File: config.mk
export PLATFORM = sky130hd
export DESIGN_NAME = alarm_ctrl
export DESIGN_NICKNAME = d
export VERILOG_FILES = /design/src/rtl/alarm_ctrl_pkg.sv /design/src/rtl/alarm_ctrl_rst_sync.sv /design/src/rtl/alarm_ctrl_sync.sv /design/src/rtl/alarm_ctrl_halt.sv /design/src/rtl/alarm_ctrl_irq.sv /design/src/rtl/alarm_ctrl.sv
export SDC_FILE = /design/constraint.sdc
export NUM_CORES = 1
export LEC_CHECK = 0
export BUFFER_PORTS_ARGS = -buffer_cell sky130_fd_sc_hd__buf_4
export CORE_ASPECT_RATIO = 1.2
export CORE_MARGIN = 2
export CORE_UTILIZATION = 50
export DETAILED_ROUTE_END_ITERATION = 8
export GPL_TIMING_DRIVEN = 0
export PLACE_DENSITY = 0.78
export SKIP_CTS_REPAIR_TIMING = 1
export SLEW_MARGIN = 20
export SYNTH_ARGS = -nofsm -noshare
export SYNTH_HDL_FRONTEND = slang
export SYNTH_SLANG_ARGS = --single-unit
File: constraint.sdc
create_clock -name clk -period 2.1 [get_ports clk]
set_input_delay 0.315 -clock clk [delete_from_list [all_inputs] [get_ports clk]]
set_output_delay 0.315 -clock clk [all_outputs]
set_load 0.01 [all_outputs]
File: src/rtl/alarm_ctrl_pkg.sv
package alarm_ctrl_pkg;

  // Positions of the two reset-request targets.
  typedef enum int unsigned {
    RST_TGT_PERIPH = 0,
    RST_TGT_CPU    = 1
  } rst_tgt_e;

  localparam int unsigned NUM_RST_TGT = 2;

  // Positions of the recoverable causes above the fatal bits.
  typedef enum int unsigned {
    INT_ECC   = 0,
    INT_UNDEF = 1
  } int_cause_e;

  localparam int unsigned NUM_INT = 2;

endpackage

File: src/rtl/alarm_ctrl_rst_sync.sv
module alarm_ctrl_rst_sync (
  input  logic clk,
  input  logic rst_n,
  output logic rst_sync_n
);

  logic [1:0] stage_q;

  always_ff @(posedge clk or negedge rst_n) begin
    if (!rst_n) begin
      stage_q <= 2'b00;
    end else begin
      stage_q <= {stage_q[0], 1'b1};
    end
  end

  assign rst_sync_n = stage_q[1];

endmodule

File: src/rtl/alarm_ctrl_sync.sv
module alarm_ctrl_sync #(
  parameter int unsigned WIDTH = 4
) (
  input  logic             clk,
  input  logic             rst_n,
  input  logic [WIDTH-1:0] async_i,
  output logic [WIDTH-1:0] sync_o
);

  for (genvar b = 0; b < WIDTH; b++) begin : g_bit
    logic meta_q;
    logic stable_q;

    always_ff @(posedge clk or negedge rst_n) begin
      if (!rst_n) begin
        meta_q   <= 1'b0;
        stable_q <= 1'b0;
      end else begin
        meta_q   <= async_i[b];
        stable_q <= meta_q;
      end
    end

    assign sync_o[b] = stable_q;
  end

endmodule

File: src/rtl/alarm_ctrl_halt.sv
module alarm_ctrl_halt
  import alarm_ctrl_pkg::*;
#(
  parameter int unsigned          N_HALT      = 10,
  parameter logic [N_HALT-1:0]    PERIPH_MASK = '1,
  parameter logic [N_HALT-1:0]    CPU_MASK    = '1
) (
  input  logic                   clk,
  input  logic                   rst_n,
  input  logic [N_HALT-1:0]      evt_i,
  output logic                   halt_q_o,
  output logic [N_HALT-1:0]      cause_q_o,
  output logic [NUM_RST_TGT-1:0] rst_req_o
);

  localparam logic [N_HALT-1:0] TGT_MASK [NUM_RST_TGT] = '{PERIPH_MASK, CPU_MASK};

  logic                   halt_q,  halt_d;
  logic [N_HALT-1:0]      cause_q, cause_d;
  logic [NUM_RST_TGT-1:0] req_q,   req_d;
  logic                   upd_en;

  // Any fatal event opens the register enable; nothing ever closes a bit.
  always_comb begin
    upd_en  = |evt_i;
    cause_d = cause_q | evt_i;
    halt_d  = halt_q | (|evt_i);
  end

  for (genvar t = 0; t < NUM_RST_TGT; t++) begin : g_tgt
    always_comb begin
      req_d[t] = |(cause_d & TGT_MASK[t]);
    end
  end

  always_ff @(posedge clk or negedge rst_n) begin
    if (!rst_n) begin
      halt_q  <= 1'b0;
      cause_q <= '0;
      req_q   <= '0;
    end else if (upd_en) begin
      halt_q  <= halt_d;
      cause_q <= cause_d;
      req_q   <= req_d;
    end
  end

  assign halt_q_o  = halt_q;
  assign cause_q_o = cause_q;
  assign rst_req_o = req_q;

endmodule

File: src/rtl/alarm_ctrl_irq.sv
module alarm_ctrl_irq
  import alarm_ctrl_pkg::*;
(
  input  logic               clk,
  input  logic               rst_n,
  input  logic [NUM_INT-1:0] evt_i,
  input  logic               block_i,
  input  logic               clr_we_i,
  input  logic [NUM_INT-1:0] clr_mask_i,
  output logic [NUM_INT-1:0] pend_q_o
);

  logic [NUM_INT-1:0] pend_q, pend_d;
  logic               upd_en;

  for (genvar k = 0; k < NUM_INT; k++) begin : g_cause
    logic set_k;
    logic clr_k;

    always_comb begin
      set_k     = evt_i[k] & ~block_i;
      clr_k     = clr_we_i & clr_mask_i[k];
      pend_d[k] = set_k | (pend_q[k] & ~clr_k);
    end
  end

  always_comb begin
    upd_en = clr_we_i | (|evt_i);
  end

  always_ff @(posedge clk or negedge rst_n) begin
    if (!rst_n) begin
      pend_q <= '0;
    end else if (upd_en) begin
      pend_q <= pend_d;
    end
  end

  assign pend_q_o = pend_q;

endmodule

File: src/rtl/alarm_ctrl.sv
module alarm_ctrl
  import alarm_ctrl_pkg::*;
#(
  parameter int unsigned       N_HALT          = 10,
  parameter logic [N_HALT-1:0] PERIPH_RST_MASK = 10'h03F,
  parameter logic [N_HALT-1:0] CPU_RST_MASK    = 10'h3F0
) (
  input  logic              clk,
  input  logic              rst_n,
  input  logic [N_HALT-1:0] halt_alarm_i,
  input  logic              ecc_err_i,
  input  logic              undef_evt_i,
  input  logic              clr_we_i,
  input  logic [N_HALT+1:0] clr_mask_i,
  output logic              halt_o,
  output logic              nv_wr_inhibit_o,
  output logic [1:0]        rst_req_o,
  output logic              irq_o,
  output logic              nmi_o,
  output logic [N_HALT+1:0] status_o
);

  localparam int unsigned SYNC_W = N_HALT + NUM_INT;

  logic               rst_core_n;
  logic [SYNC_W-1:0]  raw_in;
  logic [SYNC_W-1:0]  syn_in;
  logic [N_HALT-1:0]  halt_evt;
  logic [NUM_INT-1:0] int_evt;
  logic               halt_q;
  logic [N_HALT-1:0]  halt_cause;
  logic [NUM_INT-1:0] int_pend;
  logic               int_block;

  alarm_ctrl_rst_sync u_rst_sync (
    .clk        (clk),
    .rst_n      (rst_n),
    .rst_sync_n (rst_core_n)
  );

  // All asynchronous sources share one synchronizer bank.
  always_comb begin
    raw_in                      = '0;
    raw_in[N_HALT-1:0]          = halt_alarm_i;
    raw_in[N_HALT + INT_ECC]    = ecc_err_i;
    raw_in[N_HALT + INT_UNDEF]  = undef_evt_i;
  end

  alarm_ctrl_sync #(.WIDTH(SYNC_W)) u_sync (
    .clk     (clk),
    .rst_n   (rst_core_n),
    .async_i (raw_in),
    .sync_o  (syn_in)
  );

  assign halt_evt = syn_in[N_HALT-1:0];
  assign int_evt  = syn_in[SYNC_W-1:N_HALT];

  alarm_ctrl_halt #(
    .N_HALT      (N_HALT),
    .PERIPH_MASK (PERIPH_RST_MASK),
    .CPU_MASK    (CPU_RST_MASK)
  ) u_halt (
    .clk       (clk),
    .rst_n     (rst_core_n),
    .evt_i     (halt_evt),
    .halt_q_o  (halt_q),
    .cause_q_o (halt_cause),
    .rst_req_o (rst_req_o)
  );

  // Fatal class wins: a fatal event at this edge or an existing halt
  // keeps recoverable causes from being recorded.
  always_comb begin
    int_block = halt_q | (|halt_evt);
  end

  alarm_ctrl_irq u_irq (
    .clk        (clk),
    .rst_n      (rst_core_n),
    .evt_i      (int_evt),
    .block_i    (int_block),
    .clr_we_i   (clr_we_i),
    .clr_mask_i (clr_mask_i[SYNC_W-1:N_HALT]),
    .pend_q_o   (int_pend)
  );

  always_comb begin
    halt_o          = halt_q;
    nv_wr_inhibit_o = halt_q;
    irq_o           = int_pend[INT_ECC]   & ~halt_q;
    nmi_o           = int_pend[INT_UNDEF] & ~halt_q;
    status_o        = {int_pend, halt_cause};
  end

endmodule

== Word level (Yosys, flattened, before mapping) ==
Index checks and enable logic that the tools add are counted.

* Bitwise logic cells: 17
* Reductions and logical operators: 4

{| class="wikitable"
|+ Operator list
! kind !! number
|-
| $reduce_or 6->1 || 2
|-
| $or 10x10->10 || 1
|-
| $reduce_or 10->1 || 1
|-
| $and 1x1->1 || 8
|-
| $not 1->1 || 4
|-
| $or 1x1->1 || 4
|-
| $reduce_or 2->1 || 1
|}

* Register bits: 41
* Bits of input ports: 27
* Output and inout port bits: 18

== Depth between registers and ports, before layout ==
Gate-level depths: netlist of run 1.

* Word-level depth: 5
* Depth in mapped cells: 3
* Gate-level depth less buffers: 3

== Hierarchy ==
From an unflattened synthesis of run 1, not the netlist that was laid out.

* Cells, all modules: 90
* Area total of the unflattened synthesis: 1,367.6 um^2

{| class="wikitable"
|+ Modules (own cells, without submodules)
! module !! times used !! cells each !! area an instance (um^2) !! sequential area each (um^2)
|-
| alarm_ctrl_sync || 1 || 36 || 690.7 || 600.6
|-
| alarm_ctrl_halt || 1 || 37 || 495.5 || 325.3
|-
| alarm_ctrl_irq || 1 || 7 || 78.8 || 50.0
|-
| alarm_ctrl_rst_sync || 1 || 3 || 53.8 || 50.0
|-
| alarm_ctrl || 1 || 7 || 48.8 || 0.0
|}

== Worst setup path after synthesis of run 1 ==
No wires, ideal clock.

* Kind: register to register
* Start point: register u_sync.g_bit[9].stable_q
* End point: register u_halt.halt_q, in the netlist u_halt.halt_q_o
* Arrival time: 1.074 ns
* Slack: 0.899 ns
* Cell stages (with the launch flop): 4
* Path buffers: 0
* Period minus slack after synthesis: 1.201 ns
* Cells stage by stage: dfrtp_1 -> nor4_1 -> nand3_1 -> or2_2

* Cells in the longest elaborated chain, start to end: 2

{| class="wikitable"
|+ RTL lines
! item !! RTL line !! source
|-
| from (decl) || alarm_ctrl_sync.sv:12 || <nowiki>logic stable_q;</nowiki>
|-
| from (signal assigned) || alarm_ctrl_sync.sv:20 || <nowiki>stable_q <= meta_q;</nowiki>
|-
| $reduce_or 10->1 (*) || alarm_ctrl_halt.sv:25, alarm_ctrl_halt.sv:27 ||
|-
| $or 1x1->1 || alarm_ctrl_halt.sv:27 || <nowiki>halt_d = halt_q | (|evt_i);</nowiki>
|-
| to (signal assigned) || alarm_ctrl_halt.sv:42 || <nowiki>halt_q <= halt_d;</nowiki>
|-
| to (decl) || alarm_ctrl_halt.sv:18 || <nowiki>logic halt_q, halt_d;</nowiki>
|}

Mark *: on every way between the ends. The rest lies on a longest branch, timed or not.
A chain may end at the register's enable or synchronous reset.

== Worst setup path in the final report of run 1 ==
Ends and elaborated chain as after synthesis.

==> results of run 1 <==
## critical path, delay by kind of cell (launching register included)
kind / cells / cell delay [ns]
AND/OR/NAND/NOR: 3 / 0.88
flip-flops: 1 / 0.40
## cell families after synthesis
kind of cell	after synthesis
buffers and inverters	1
AOI/OAI and AO/OA	2
other	1
muxes	2
and+or+nand+nor	30
DFF	41
## through the flow
step / utilization / cell area [um^2] / hold slack (ns)
finish: 0.697 / 1620 / 0.0790
global route: 0.697 / 1620 / 0.0357
CTS: 0.692 / 1610 / -0.280
detailed placement: 0.660 / 1540 / 0.101
global placement: 0.659 / 1540 / 0.0976
floorplan: - / 1240 / 0.0194
## synth_stat cells
cell,count,area share
buf_4,1,0.0061
conb_1,1,0.0030
dfrtp_1,41,0.83
mux2_2,2,0.018
nand2_1,4,0.012
nand2b_1,2,0.010
nand3_1,3,0.012
nor2_1,1,0.0030
nor2b_1,2,0.010
nor4_1,7,0.035
o21ai_0,2,0.0081
or2_2,11,0.055
## sequential cells by signal (all words and copies together) (netlist names)
signal,cells
u_halt.cause_q_o,10
u_halt.halt_q_o,1
u_halt.rst_req_o,2
u_irq.pend_q_o,2
u_rst_sync.stage_q,2
u_sync.g_bit.meta_q,12
u_sync.g_bit.stable_q,12
## area by class of cell
| class | instances | area share |
|---|---|---|
| flip-flops and latches | 41 | 0.633 |
| repair buffers | 35 | 0.163 |
| multi-input cells | 35 | 0.128 |
| clock buffers | 6 | 0.0254 |
| well taps | 31 | 0.0239 |
| clock inverters | 2 | 0.0216 |
| plain buffers | 1 | 0.00463 |
## routing by layer
metal	part of all wire	up-vias	wire length (um)	track usage
met5	0	-	0	0
met4	0.015	0	27	0.0952
met3	0.074	2	131	0.0711
met2	0.52	28	929	0.212
met1	0.39	342	684	0.184
li1	-	338	-	-
## power breakdown
| group | internal, mW | switching [mW] | total (mW) |
|---|---|---|---|
| Combinational | 0.0208 | 0.00571 | 0.0265 |
| Clock | 0.250 | 0.223 | 0.472 |
| Sequential | 0.814 | 0.0235 | 0.838 |
| Total | 1.08 | 0.252 | 1.34 |
## how the worst max path moves through the flow
stage | from | end | slack (ns) | cells past startpoint
after floorplan | u_rst_sync.stage_q[1]$_DFF_PN0_ | u_halt.cause_q_o[0]$_DFFE_PN0P_ | 0.87 | 0
after global placement | u_rst_sync.stage_q[1]$_DFF_PN0_ | u_halt.cause_q_o[9]$_DFFE_PN0P_ | 0.62 | 0
after detailed placement | u_sync.g_bit[9].stable_q$_DFF_PN0_ | u_halt.halt_q_o$_DFFE_PN0P_ | 0.71 | 3
after CTS | u_sync.g_bit[9].stable_q$_DFF_PN0_ | u_halt.halt_q_o$_DFFE_PN0P_ | 0.68 | 3
after global routing | u_sync.g_bit[9].stable_q$_DFF_PN0_ | u_halt.halt_q_o$_DFFE_PN0P_ | 0.60 | 3
final | u_sync.g_bit[9].stable_q$_DFF_PN0_ | u_halt.halt_q_o$_DFFE_PN0P_ | 0.71 | 3
==> results.txt, run 1 <==
pre-CTS WS: 0.705 ns
critical path type: flip-flop to flip-flop
Hold Crit Endpoint: u_sync.g_bit[3].meta_q$_DFF_PN0_
Layout area overhead: 30.7%
cell count of the worst reg-to-reg path: 3
max_cap viols: 0
Final Cycle Share: 0.664
hold path startpoint: halt_alarm_i[3]
CTS tree: yes
IO Pins: 45
area share of fa/ha/maj cells after synthesis: 0
first-pass GRT wire length: 3040 um
Die Y: 58.6 um
Vias/cell: 4.70
gpl congestion: 0.731
reg-to-reg endpoint: u_halt.halt_q_o$_DFFE_PN0P_
Seq cells post-synth: 41
Detailed Route Iter0 Violations: 3
placed cells: 142
complex-gate fraction of the synthesized area: 0.00806
largest net degree at the start of global routing: 40
non-filler cells, final: 151
final number of setup-violating endpoints: 0
Tmin final: 1.39 ns
largest family of logic cells by synthesized area: simple AND/OR/NAND/NOR gates
Site Rows: 19
Slew @ Worst Pin: 0.766 ns
total clock sinks: 41
WP data arrival: 1.62 ns
hold violation count in the final report: 0
share of cells above drive strength 1: 0.467
FILL cells: 167
FMAX: 0.717 GHz
H-tree lvl count: 2
maximum vdd drop: 616 uV
Post-Synth XOR/XNOR Area: 0
Startpoint Class: flip-flop
Setup Skew: 0.00769 ns
final wirelength: 1770 um
mux contribution to synthesized area: 0.0181
Hold Crit Class: primary input to flip-flop
worst path cell trace: nor4_1 -> nand3_1 -> or2_2
grt ovf: 0
vias in the first global route: 667
status: finished, final reports clean
post-synthesis simple-gate area fraction: 0.138
CP max-delay cell: dfrtp_1
CTS root buf: clkbuf_4
first-pass detailed-route iteration total: 2
CP endpoint kind: flip-flop
pwr/cell area: 824 nW/um^2
Synth Instances: 77
antenna viol nets, final: 0
CTS max path bufs: 2
total power: 1.34 mW
die area: 2900 um^2
All-Layer GR Usage: 0.149
Vias: 710
most frequent cells in the layout: dfrtp_1 (40), buf_4 (35), or2_2 (11)
Setup Total Neg Slack: 0 ns
Mapped Nets: 104
Wirelength per Cell: 11.7 um
fin. max-slew vios: 0
Max stage delay on crit path: 0.40 ns
synthesized area per cell: 16.1 um^2
footprint of the multi-input gates: 208 um^2
IO buf count: 34
nets: 146
most common cell after layout, fill and taps aside: dfrtp_1
worst r2r src: u_sync.g_bit[9].stable_q$_DFF_PN0_
Worst Path Required: 2.32 ns
largest fanout on the critical path: 5
register clock-pin slew on the reported worst setup and hold paths: 0.11 ns
post-synth cell types: 12
YS warnings: 0
r2r setup slk: 0.71 ns
initial antenna violation count: 0
Cell Area, Synth: 1240 um^2
sequential fraction of the synthesis area: 0.827
RSZ-0062 raised after global routing: no
register area: 1030 um^2
worst skew pair latency: 0.33 ns
DRC: 0
Slew HR: 0.489
Initial Utilization: 0.533
Leakage: 0.685 nW
Antenna Cells: 0
Hold Path Stages: 1
final setup margin: 0.705 ns
die width: 49.5 um
core area: 2330 um^2
CTS buffer count: 5
Power figures use the tool's default switching activity.
==> run 2: changes to the inputs <==
--- a/config.mk
+++ b/config.mk
@@ -5,13 +5,14 @@
 export SDC_FILE = /design/constraint.sdc
 export NUM_CORES = 1
 export LEC_CHECK = 0
+export ABC_AREA = 1
 export BUFFER_PORTS_ARGS = -buffer_cell sky130_fd_sc_hd__buf_4
 export CORE_ASPECT_RATIO = 1.2
 export CORE_MARGIN = 2
-export CORE_UTILIZATION = 50
+export CORE_UTILIZATION = 43
 export DETAILED_ROUTE_END_ITERATION = 8
 export GPL_TIMING_DRIVEN = 0
-export PLACE_DENSITY = 0.78
+export PLACE_DENSITY = 0.7
 export SKIP_CTS_REPAIR_TIMING = 1
 export SLEW_MARGIN = 20
 export SYNTH_ARGS = -nofsm -noshare
==> constraint.sdc (replaced) <==
create_clock -name clk -period 1.27 [get_ports clk]
set_input_delay 0.1905 -clock clk [delete_from_list [all_inputs] [get_ports clk]]
set_output_delay 0.1905 -clock clk [all_outputs]
set_load 0.01 [all_outputs]
==> results.txt, run 2 <==
RSZ-0062 raised after global routing: yes
reg-to-reg endpoint: u_halt.rst_req_o[0]$_DFFE_PN0P_
ranking of synthesized cells by area: dfrtp_1 (77%), nand2_1 (4.8%), inv_1 (3.1%)
Detailed Route Iter0 Violations: 12 (+9)
Site Rows: 22 (+3)
area leader, netlist: dfrtp_1
r2r setup slk: 0.17 ns (-0.54 ns)
share of the synthesized area in the top cell type: 0.774 (-0.0523)
maximum vdd drop: 881 uV (+43%)
Hold Path Stages: 4 (+3)
FILL cells: 252 (+51%)
Seq pwr share: 0.671 (+0.044)
gpl congestion: 0.700 (-4.3%)
YS warnings: 0 (unchanged)
total clock sinks: 41 (unchanged)
worst skew pair latency: 0.33 ns (about the same)
pwr/cell area: 1130 nW/um^2 (+38%)
Hold Crit Class: primary input to flip-flop
CTS root buf: clkbuf_4
hold path startpoint: clr_mask_i[11]
share of cells above drive strength 1: 0.327 (-0.140)
Final Cycle Share: 0.946
DP Wirelength: 1440 um
hold violation count in the final report: 0 (unchanged)
Wirelength per Cell: 11.0 um (-5.9%)
Die Y: 64.8 um (+11%)
die area: 3540 um^2 (+22%)
critical path type: flip-flop to output port
Synth top cells by count: dfrtp_1 (41), nand2_1 (17), inv_1 (11), nor2_1 (11), or2_1 (6)
CTS buffer count: 5 (unchanged)
Worst Path Required: 1.08 ns (-1.24 ns)
Synth Instances: 101 (+31%)
Antenna Cells: 0 (unchanged)
initial antenna violation count: 0 (unchanged)
IO buf count: 34 (unchanged)
die width: 54.7 um (+10%)
Cell Area, Synth: 1330 um^2 (+6.8%)
ys flop type: dfrtp_1
CP endpoint kind: output port
antenna viol nets, final: 0 (unchanged)
WP data arrival: 1.01 ns (-0.61 ns)
most common cell after layout, fill and taps aside: dfrtp_1
grt ovf: 0 (unchanged)
DRC: 0 (unchanged)
Slew @ Worst Pin: 0.781 ns (+0.0150 ns)
Mapped Nets: 128 (+23%)
Vias/cell: 4.32 (-8.2%)
Vias: 829 (+17%)
Net Sw Frac: 0.212 (+0.0240)
synthesized area per cell: 13.1 um^2 (-19%)
largest fanout on the critical path: 5 (unchanged)
clock group share of total power: 0.284 (-0.069)
FMAX: 0.832 GHz
sequential fraction of the synthesis area: 0.774 (-0.0523)
fin. max-slew vios: 0 (unchanged)
core area: 3000 um^2 (+29%)
cell count of the worst reg-to-reg path: 5 (+2)
CTS max path bufs: 2 (unchanged)
cell internal pwr: 1.62 mW (+50%)
H-tree lvl count: 2 (unchanged)
status: finished, final reports clean
Async SR Flop Fraction: 1.00 (unchanged)
Leakage: 0.831 nW (+21%)
final hold slack: 0.0969 ns (+0.0179 ns)
IO Pins: 45 (unchanged)
vias in the first global route: 754 (+13%)
post-synth cell types: 15 (+3)
final wirelength: 2120 um (+20%)
Finished Cell Area: 1820 um^2 (+12%)
final number of setup-violating endpoints: 0 (unchanged)
Slew HR: 0.479 (-0.0100)
first-pass GRT wire length: 3130 um (+3.2%)
Layout area overhead: 37.0%
Hold Crit Endpoint: u_irq.pend_q_o[1]$_DFFE_PN0P_
All-Layer GR Usage: 0.128 (-0.0208)
Setup Skew: 0.00672 ns (-0.000968 ns)
max_cap viols: 0 (unchanged)
switching pwr: 0.438 mW (+74%)
nets: 182 (+25%)
Tmin final: 1.20 ns
CTS tree: yes
most frequent cells in the layout: dfrtp_1 (40), buf_4 (33), nand2_1 (17)
Initial Utilization: 0.442 (-0.0911)
largest net degree at the start of global routing: 40 (unchanged)
worst r2r src: u_sync.g_bit[2].stable_q$_DFF_PN0_
Post-synth EDFFs: 0 (unchanged)
Post-DP Area: 1630 um^2 (+5.9%)
Startpoint Class: flip-flop
register clock-pin slew on the reported worst setup and hold paths: 0.11 ns (about the same)
combinational cell fraction of total power: 0.045 (+0.025)
first-pass detailed-route iteration total: 4 (+2)
most common cell in the netlist: dfrtp_1
Seq cells post-synth: 41 (unchanged)
## run 2: cell families (layout without fill, tap and decap cells)
kind of cell,count (synthesis),in the layout,synth area share
other,1,1,0.00283
flip-flops,41,41,0.774
AND/OR/NAND/NOR,47,47,0.186
buffers and inverters,12,67,0.0368
## run 2: final cells by class
cell class                      instances  area (um^2)  area share
Sequential cell                        41         1030       0.566
Timing Repair Buffer                   47          389       0.214
Multi-Input combinational cell         48          250       0.138
Tap cell                               36         45.0      0.0248
Clock buffer                            6         41.3      0.0227
Inverter                               11         41.3      0.0227
Buffer                                  1         11.3     0.00620
Clock inverter                          2         10.0     0.00551
## run 2: through the flow
stage,TNS (ns),setup slack [ns],util,power [mW],cells
2_1_floorplan,0,0.0446,-,1.42,101
3_3_place_gp,-9.11,-0.235,0.542,1.47,171
3_5_place_dp,0,0.198,0.542,1.47,171
4_1_cts,0,0.0176,0.559,2.07,179
5_1_grt,-0.0189,-0.0137,0.605,2.17,192
6_report,0,0.0686,0.605,2.06,192
## run 2: worst max-delay path by stage
stage	from	end	cells past startpoint
finish	u_halt.halt_q_o$_DFFE_PN0P_	nv_wr_inhibit_o	2
global route	u_halt.halt_q_o$_DFFE_PN0P_	irq_o	2
CTS	u_halt.halt_q_o$_DFFE_PN0P_	nv_wr_inhibit_o	2
detailed placement	u_sync.g_bit[2].stable_q$_DFF_PN0_	u_halt.rst_req_o[0]$_DFFE_PN0P_	5
global placement	u_rst_sync.stage_q[1]$_DFF_PN0_	u_halt.cause_q_o[3]$_DFFE_PN0P_	0
floorplan	u_rst_sync.stage_q[1]$_DFF_PN0_	u_halt.cause_q_o[0]$_DFFE_PN0P_	0
## run 2: layer usage
layer  share of wire  up-vias  GRT usage
li1                -      408          -
met1            0.37      385      0.149
met2            0.55       32      0.195
met3           0.069        4     0.0576
met4           0.013        0     0.0656
met5               0        -          0
## run 2: worst max-delay path: stages, from the launching register on
cell,delay [ns]
dfrtp_1,0.44
buf_6,0.14
buf_6,0.11
## run 2: power groups by stage
stage                     combinational [mW]  clock [mW]  sequential (mW)
final                                 0.0931       0.584             1.38
after global routing                   0.100       0.680             1.39
after CTS                             0.0614       0.622             1.39
after detailed placement              0.0614           0             1.41
after global placement                0.0596           0             1.41
after floorplan                       0.0212           0             1.40
==> run 3: changes to the inputs <==
--- a/config.mk
+++ b/config.mk
@@ -13,6 +13,7 @@
 export DETAILED_ROUTE_END_ITERATION = 8
 export GPL_TIMING_DRIVEN = 0
 export PLACE_DENSITY = 0.7
+export SETUP_SLACK_MARGIN = 0.5
 export SKIP_CTS_REPAIR_TIMING = 1
 export SLEW_MARGIN = 20
 export SYNTH_ARGS = -nofsm -noshare
==> results.txt, run 3 (synthesis results as in run 2) <==
register clock-pin slew on the reported worst setup and hold paths: 0.11 ns (about the same)
Layout area overhead: 46.0%
first-pass detailed-route iteration total: 2 (-2)
Startpoint Class: flip-flop
CTS buffer count: 5 (unchanged)
IO Pins: 45 (unchanged)
most common cell after layout, fill and taps aside: dfrtp_1
DP Wirelength: 1450 um (+0.27%)
final number of setup-violating endpoints: 0 (unchanged)
largest net degree at the start of global routing: 40 (unchanged)
hold violation count in the final report: 0 (unchanged)
status: finished, final reports clean
CP endpoint kind: output port
worst skew pair latency: 0.35 ns (+0.02 ns)
final hold slack: 0.0871 ns (-0.00973 ns)
final wirelength: 2180 um (+2.6%)
pwr/cell area: 1140 nW/um^2 (about the same)
RSZ-0062 raised after global routing: yes
initial antenna violation count: 0 (unchanged)
Worst Path Required: 1.08 ns (about the same)
All-Layer GR Usage: 0.136 (+0.00829)
maximum vdd drop: 949 uV (+7.8%)
CTS root buf: clkbuf_4
Leakage: 0.871 nW (+4.8%)
DRC: 0 (unchanged)
gpl congestion: 0.678 (-3.1%)
grt ovf: 0 (unchanged)
Tmin final: 1.23 ns (+0.0239 ns)
Setup Skew: 0.0171 ns (+0.0104 ns)
core area: 3000 um^2 (unchanged)
Hold Crit Class: primary input to flip-flop
H-tree lvl count: 2 (unchanged)
nets: 183 (+0.55%)
FILL cells: 236 (-6.3%)
Site Rows: 22 (unchanged)
Die Y: 64.8 um (unchanged)
hold path startpoint: clr_mask_i[11]
CTS tree: yes
IO buf count: 34 (unchanged)
worst r2r src: u_sync.g_bit[2].stable_q$_DFF_PN0_
share of cells above drive strength 1: 0.401 (+0.0744)
vias in the first global route: 779 (+3.3%)
Initial Utilization: 0.442 (unchanged)
die area: 3540 um^2 (unchanged)
total clock sinks: 41 (unchanged)
fin. max-slew vios: 0 (unchanged)
CP max-delay cell: dfrtp_2
first-pass GRT wire length: 3200 um (+2.2%)
worst path cell trace: buf_6 -> buf_6
Max stage delay on crit path: 0.46 ns (+0.02 ns)
most frequent cells in the layout: dfrtp_1 (39), buf_4 (21), nand2_1 (15), buf_6 (15), dlygate4sd3_1 (13)
total power: 2.20 mW (+6.6%)
Top cell by count, worst path: buf_6
max_cap viols: 0 (unchanged)
Vias/cell: 4.34 (+0.44%)
antenna viol nets, final: 0 (unchanged)
CTS max path bufs: 2 (unchanged)
Antenna Cells: 0 (unchanged)
Wirelength per Cell: 11.3 um (+2.1%)
Vias: 837 (+0.97%)
CP Launch Point: u_halt.halt_q_o$_DFFE_PN0P_
critical path type: flip-flop to output port
WP data arrival: 1.03 ns (+0.02 ns)
FMAX: 0.816 GHz (-2.0%)
Final Cycle Share: 0.965 (+0.0188)
largest fanout on the critical path: 5 (unchanged)
Detailed Route Iter0 Violations: 10 (-2)
die width: 54.7 um (unchanged)
## run 3: cell types whose count changed in the layout (fill, tap and decap cells not counted), sizes merged
cell    previous run  this run
clkbuf             6         7
clkinv             2         1
buf               35        36
## run 3: final cells by class
type                    instances  area, um^2  share of cell area
well taps                      36        45.0              0.0233
plain buffers                   1        11.3             0.00582
multi-input cells              48         290               0.150
flip-flops and latches         41        1030               0.533
inverters                      11        41.3              0.0213
clock inverters                 1        5.00             0.00259
repair buffers                 48         445               0.230
clock buffers                   7        65.1              0.0336
## run 3: critical path, delay by kind of cell (launching register included)
kind,cells,cell delay (ns)
buffers and inverters,2,0.24
flip-flops,1,0.46
## run 3: final timing paths
kind / end / slack (ns) / cells after the start
setup reg to reg: u_halt.rst_req_o[0]$_DFFE_PN0P_ / 0.18 / 5
min in group asynchronous: u_rst_sync.stage_q[1]$_DFF_PN0_ / 0.15 / 2
setup / recovery: nv_wr_inhibit_o / 0.04 / 2
hold reg to reg: u_halt.cause_q_o[9]$_DFFE_PN0P_ / 0.29 / 0
max in group asynchronous: u_halt.halt_q_o$_DFFE_PN0P_ / 0.63 / 0
hold / removal: u_irq.pend_q_o[1]$_DFFE_PN0P_ / 0.09 / 4
## run 3: through the flow
step	std cells	TNS (ns)	worst slack, ns	area, um^2	utilization
floorplan	101	0	0.277	1330	-
global placement	171	0	0.221	1630	0.544
detailed placement	171	0	0.175	1630	0.544
CTS	179	-0.0172	-0.0172	1700	0.567
global route	193	-0.0374	-0.0176	1930	0.645
finish	193	0	0.0447	1930	0.645
## run 3: power breakdown
part           internal [mW]  total [mW]  switching (mW)
registers               1.35        1.39          0.0402
logic                 0.0662      0.0945          0.0284
clock network          0.321       0.714           0.393
total                   1.73        2.20           0.461
## run 3: layer usage
metal | track usage | up-vias | wire length [um]
met1 | 0.149 | 391 | 869
met2 | 0.204 | 30 | 1090
li1 | - | 408 | -
met5 | 0 | - | 0
met3 | 0.0622 | 8 | 138
met4 | 0.0938 | 0 | 76
